`src/rtl/bus_arb_pkg.sv`:
```
package bus_arb_pkg;
  localparam int SYNC_STAGES_DEF = 2;

  typedef struct packed {
    logic busy;   // external access in progress
    logic need;   // next instruction wants the bus
  } core_view_t;
endpackage

```
`src/rtl/bus_req_sync.sv`:
```
module bus_req_sync #(
  parameter int STAGES = 2
) (
  input  logic clk,
  input  logic async_i,
  output logic sync_o
);
  logic [STAGES-1:0] chain_q;

  generate
    if (STAGES == 1) begin : g_single
      always_ff @(posedge clk) chain_q <= async_i;
    end else begin : g_multi
      always_ff @(posedge clk) chain_q <= {chain_q[STAGES-2:0], async_i};
    end
  endgenerate

  assign sync_o = chain_q[STAGES-1];
endmodule

```
`src/rtl/bus_grant_ctrl.sv`:
```
module bus_grant_ctrl
  import bus_arb_pkg::*;
(
  input  logic       clk,
  input  logic       rst,
  input  logic       req_sync_i,
  input  core_view_t core_i,
  output logic       grant_next_o,
  output logic       grant_q_o,
  output logic       hiz_q_o
);
  logic grant_d;

  // Once granted only the request matters; before that, wait out any access.
  always_comb begin
    if (grant_q_o) grant_d = req_sync_i;
    else           grant_d = req_sync_i && !core_i.busy;
  end

  always_ff @(posedge clk) begin
    grant_q_o <= grant_d;
    hiz_q_o   <= grant_d;
  end

  assign grant_next_o = grant_d;

  // a busy cycle blocks a new grant on the next edge
  a_r3_no_grant_mid_access: assert property (@(posedge clk) disable iff (rst)
    (!grant_q_o && core_i.busy) |=> !grant_q_o);
  // grant held while the request stays up
  a_r9_hold_grant: assert property (@(posedge clk) disable iff (rst)
    (grant_q_o && req_sync_i) |=> grant_q_o);
  // grant drops one edge after the request is seen low
  a_r8_release: assert property (@(posedge clk) disable iff (rst)
    (grant_q_o && !req_sync_i) |=> !grant_q_o);
  // driver high-impedance tracks the grant
  a_r5_hiz_tracks: assert property (@(posedge clk) disable iff (rst)
    hiz_q_o == grant_q_o);
endmodule

```
`src/rtl/bus_core_stall.sv`:
```
module bus_core_stall (
  input  logic clk,
  input  logic rst,
  input  logic grant_next_i,
  input  logic need_i,
  input  logic go_i,
  output logic halt_q_o,
  output logic hung_q_o
);
  always_ff @(posedge clk) begin
    halt_q_o <= grant_next_i && (!go_i || need_i);
    hung_q_o <= grant_next_i && need_i;
  end

  // without run-on mode a grant always stops the core
  a_r6_stop_no_go: assert property (@(posedge clk) disable iff (rst)
    (!go_i && grant_next_i) |=> halt_q_o);
  // in run-on mode the core keeps going until it needs the bus
  a_r6_run_on_go: assert property (@(posedge clk) disable iff (rst)
    (go_i && !need_i) |=> !halt_q_o);
  // hung only ever appears together with a halt
  a_r7_hung_implies_halt: assert property (@(posedge clk) disable iff (rst)
    hung_q_o |-> halt_q_o);
endmodule

```
`src/rtl/bus_handover_arb.sv`:
```
module bus_handover_arb
  import bus_arb_pkg::*;
#(
  parameter int SYNC_STAGES = SYNC_STAGES_DEF
) (
  input  logic clk,
  input  logic rst,
  input  logic bus_req_i,
  input  logic ext_busy_i,
  input  logic ext_need_i,
  input  logic go_mode_i,
  output logic grant_o,
  output logic grant_hung_o,
  output logic drv_hiz_o,
  output logic core_halt_o
);
  logic       req_sync;
  logic       grant_next;
  core_view_t core_eff;

  // Core status is meaningless in reset; arbitration itself keeps running.
  assign core_eff.busy = ext_busy_i && !rst;
  assign core_eff.need = ext_need_i && !rst;

  bus_req_sync #(.STAGES(SYNC_STAGES)) u_sync (
    .clk    (clk),
    .async_i(bus_req_i),
    .sync_o (req_sync)
  );

  bus_grant_ctrl u_grant (
    .clk         (clk),
    .rst         (rst),
    .req_sync_i  (req_sync),
    .core_i      (core_eff),
    .grant_next_o(grant_next),
    .grant_q_o   (grant_o),
    .hiz_q_o     (drv_hiz_o)
  );

  bus_core_stall u_stall (
    .clk         (clk),
    .rst         (rst),
    .grant_next_i(grant_next),
    .need_i      (core_eff.need),
    .go_i        (go_mode_i),
    .halt_q_o    (core_halt_o),
    .hung_q_o    (grant_hung_o)
  );

  // status and halt never outlive the grant
  a_r8_fall_together: assert property (@(posedge clk) disable iff (rst)
    $fell(grant_o) |-> (!grant_hung_o && !core_halt_o && !drv_hiz_o));
endmodule

```
`config.mk`:
```
export PLATFORM = sky130hd
export DESIGN_NAME = bus_handover_arb
export DESIGN_NICKNAME = d
export VERILOG_FILES = /design/src/rtl/bus_arb_pkg.sv /design/src/rtl/bus_req_sync.sv /design/src/rtl/bus_grant_ctrl.sv /design/src/rtl/bus_core_stall.sv /design/src/rtl/bus_handover_arb.sv
export SDC_FILE = /design/constraint.sdc
export NUM_CORES = 1
export LEC_CHECK = 0
export BUFFER_PORTS_ARGS = -buffer_cell sky130_fd_sc_hd__buf_2
export CAP_MARGIN = 20
export CORE_AREA = 2 2 39 41
export DETAILED_ROUTE_END_ITERATION = 8
export DIE_AREA = 0 0 41 43
export PLACE_DENSITY = 0.31
export SETUP_SLACK_MARGIN = 0.02
export SYNTH_ARGS = -nofsm -noshare
export SYNTH_HDL_FRONTEND = slang
export SYNTH_SLANG_ARGS = --single-unit
```
`constraint.sdc`:
```
create_clock -name clk -period 1.4 [get_ports clk]
set_input_delay 0 -clock clk [delete_from_list [all_inputs] [get_ports clk]]
set_output_delay 0 -clock clk [all_outputs]
set_load 0.02 [all_outputs]
```
==> results.md <==
* Outcome: complete, no violations
* Worst hold start: ext_busy_i
* #FFs+latches synth at 5
* Commonest non-fill, non-tap cells in the layout: buf_2 (9), dfxtp_1 (5), clkbuf_4 (3)
* Die height at 43 um
* Max Cap Viol at 0
* Net Count, Synth at 18
* Initial antenna violation count at 0
* Synthesized area at 150 sq um
* Ys Warns at 0
* Clk_lat worst skew at 0.24 ns
* Total Power at 356 uW
* First DRT Iteration DRCs at 2
* Final wirelength at 323 um
* Hold Crit Class: in2reg
* Cell count after synthesis at 12
* Total global routing overflow at 0
* Synth unique cells at 8
* Vias per cell at 3.12
* Clk buf depth at 2
* Die Area at 1760 sq um
* Setup Slack @ Placement at 0.552 ns
* Fmax at 1180 MHz
* Post-synthesis area per instance at 12.5 sq um
* Reg2reg start: u_grant.grant_q_o$_DFF_P_
* Peak supply drop at 0.430 mV
* Post-CTS resize count at 0
* Finished Layout Cells at 42
* Crit path cell chain: nand2b_1 > o221a_1
* Crit path DAT at 0.97 ns
* Hold-fix buffers, CTS at 2
* Seq/Total Area, Yosys at 0.667
* Synthesis-to-layout area growth at 69.2%
* Tmin final at 0.847 ns
* Slew Limit Fails at 0
* ANT nets after route at 0
* ANT cells at 0
* Clk root buf: clkbuf_4
* Starting Density at 0.108
* Unrepaired setup endpoints after global routing: false
* First-pass GRT wire length at 558 um
* Worst setup margin at 0.553 ns
* CTS tree: built
* Leak pwr at 0.123 nW
* Largest net degree at the start of global routing at 4
* Total number of vias at 131
* Setup Fix Bufs, Post-CTS at 0
* Setup crit start kind: flip-flop
* Input/output buffers at 9
* PD cells at 1400 nW/um^2
* Setup-failing EPs final at 0
* Core area at 1380 sq um
* H-tree levels at 1
* Leading cell type in the layout, fill and taps excluded: buf_2
* CTS clk-pin slew, worst paths at 0.04 ns
* Final Hold Viols at 0
* Final GP Congestion at 0.547
* Nets@finish at 33
* DIE WIDTH at 41 um
* Initial DRT Pass Iterations at 4
* Clock buffer count from CTS at 3
* Worst Path Required at 1.53 ns
* Slowest cell on crit path: dfxtp_1
* Routed len/inst at 7.69 um
* Number of global-route vias before repair at 152
* Setup CP Type: reg2reg
* CP max FO at 3
* Dpl cells at 36
* Clock sink total at 5
* Setup TNS at 0 ns
* Boundary pin count at 10
* Final clock skew at 0.00230 ns
* Period utilisation layout at 0.605
* Share of cells above drive strength 1 at 0.500
* Relative slew slack at 0.912
* Crit. End Element: flip-flop
* Critical path's largest stage delay at 0.32 ns
* Drt drc at 0
* Worst Setup SP: u_grant.grant_q_o$_DFF_P_
* Tot GR Track Use at 0.0553
* Site Rows at 14
* Worst-Margin Slew at 0.131 ns
cell usage after synthesis:
cell type  instances  area share
nor2b_1            1       0.042
and3_2             1       0.050
o221a_1            1       0.075
o21a_1             1       0.050
inv_1              1       0.025
nand2b_1           1       0.042
buf_4              1       0.050
dfxtp_1            5        0.67
worst max-delay path, delay by kind of cell (launching register included):
kind / cells / cell delay (ns)
DFF: 1 / 0.32
and+or+nand+nor: 1 / 0.17
AOI/OAI and AO/OA: 1 / 0.25
metal layers:
layer  vias to the layer above  global-route usage  share of wire
li1                         68                   -              -
met1                        51              0.0516           0.52
met2                        12              0.0656           0.28
met3                         0              0.0785           0.20
met4                         0              0.0200              0
met5                         -                   0              0
final cells by class:
cell class / count / area (sq um)
fill: 148 / 1130
sequential: 5 / 100
timing repair buffer: 11 / 65.1
multi-input combinational: 5 / 38.8
clock buffer: 4 / 26.3
tap: 16 / 20.0
inverter: 1 / 3.75
power breakdown:
part	internal [mW]	switching (mW)	leakage [nW]
logic	0.0184	0.0180	0.0664
clock network	0.108	0.0570	0.0150
registers	0.151	0.00345	0.0418
total	0.277	0.0784	0.123
path summary, 6_finish.rpt:
kind / endpoint / slack [ns] / depth (start not counted)
worst max-delay path: u_stall.halt_q_o$_DFF_P_ / 0.55 / 2
worst min register to register: u_sync.chain_q[1]$_DFF_P_ / 0.32 / 0
worst min-delay path: u_grant.grant_q_o$_DFF_P_ / 0.09 / 3
worst max register to register: u_stall.halt_q_o$_DFF_P_ / 0.55 / 2
sequential cells by signal, summed over array words and instances, names as in the netlist:
signal	count
u_stall.hung_q_o	1
u_grant.grant_q_o	1
u_sync.chain_q	2
u_stall.halt_q_o	1
cell families (layout without fill, tap and decap cells):
logic type | count (synthesis) | count (layout) | share of synthesized area
flip-flops | 5 | 5 | 0.667
AO/OA/AOI/OAI | 2 | 2 | 0.125
AND/OR/NAND/NOR | 3 | 3 | 0.133
buffers and inverters | 2 | 16 | 0.0750
through the flow:
stage / util / hold slack, ns / cell area, sq um
3_3_place_gp: 0.150 / 0.104 / 208
2_1_floorplan: - / 0.0277 / 150
5_1_grt: 0.184 / 0.116 / 254
6_report: 0.184 / 0.0890 / 254
3_5_place_dp: 0.150 / 0.105 / 208
4_1_cts: 0.184 / 0.0875 / 254
Power figures use the tool's default switching activity.
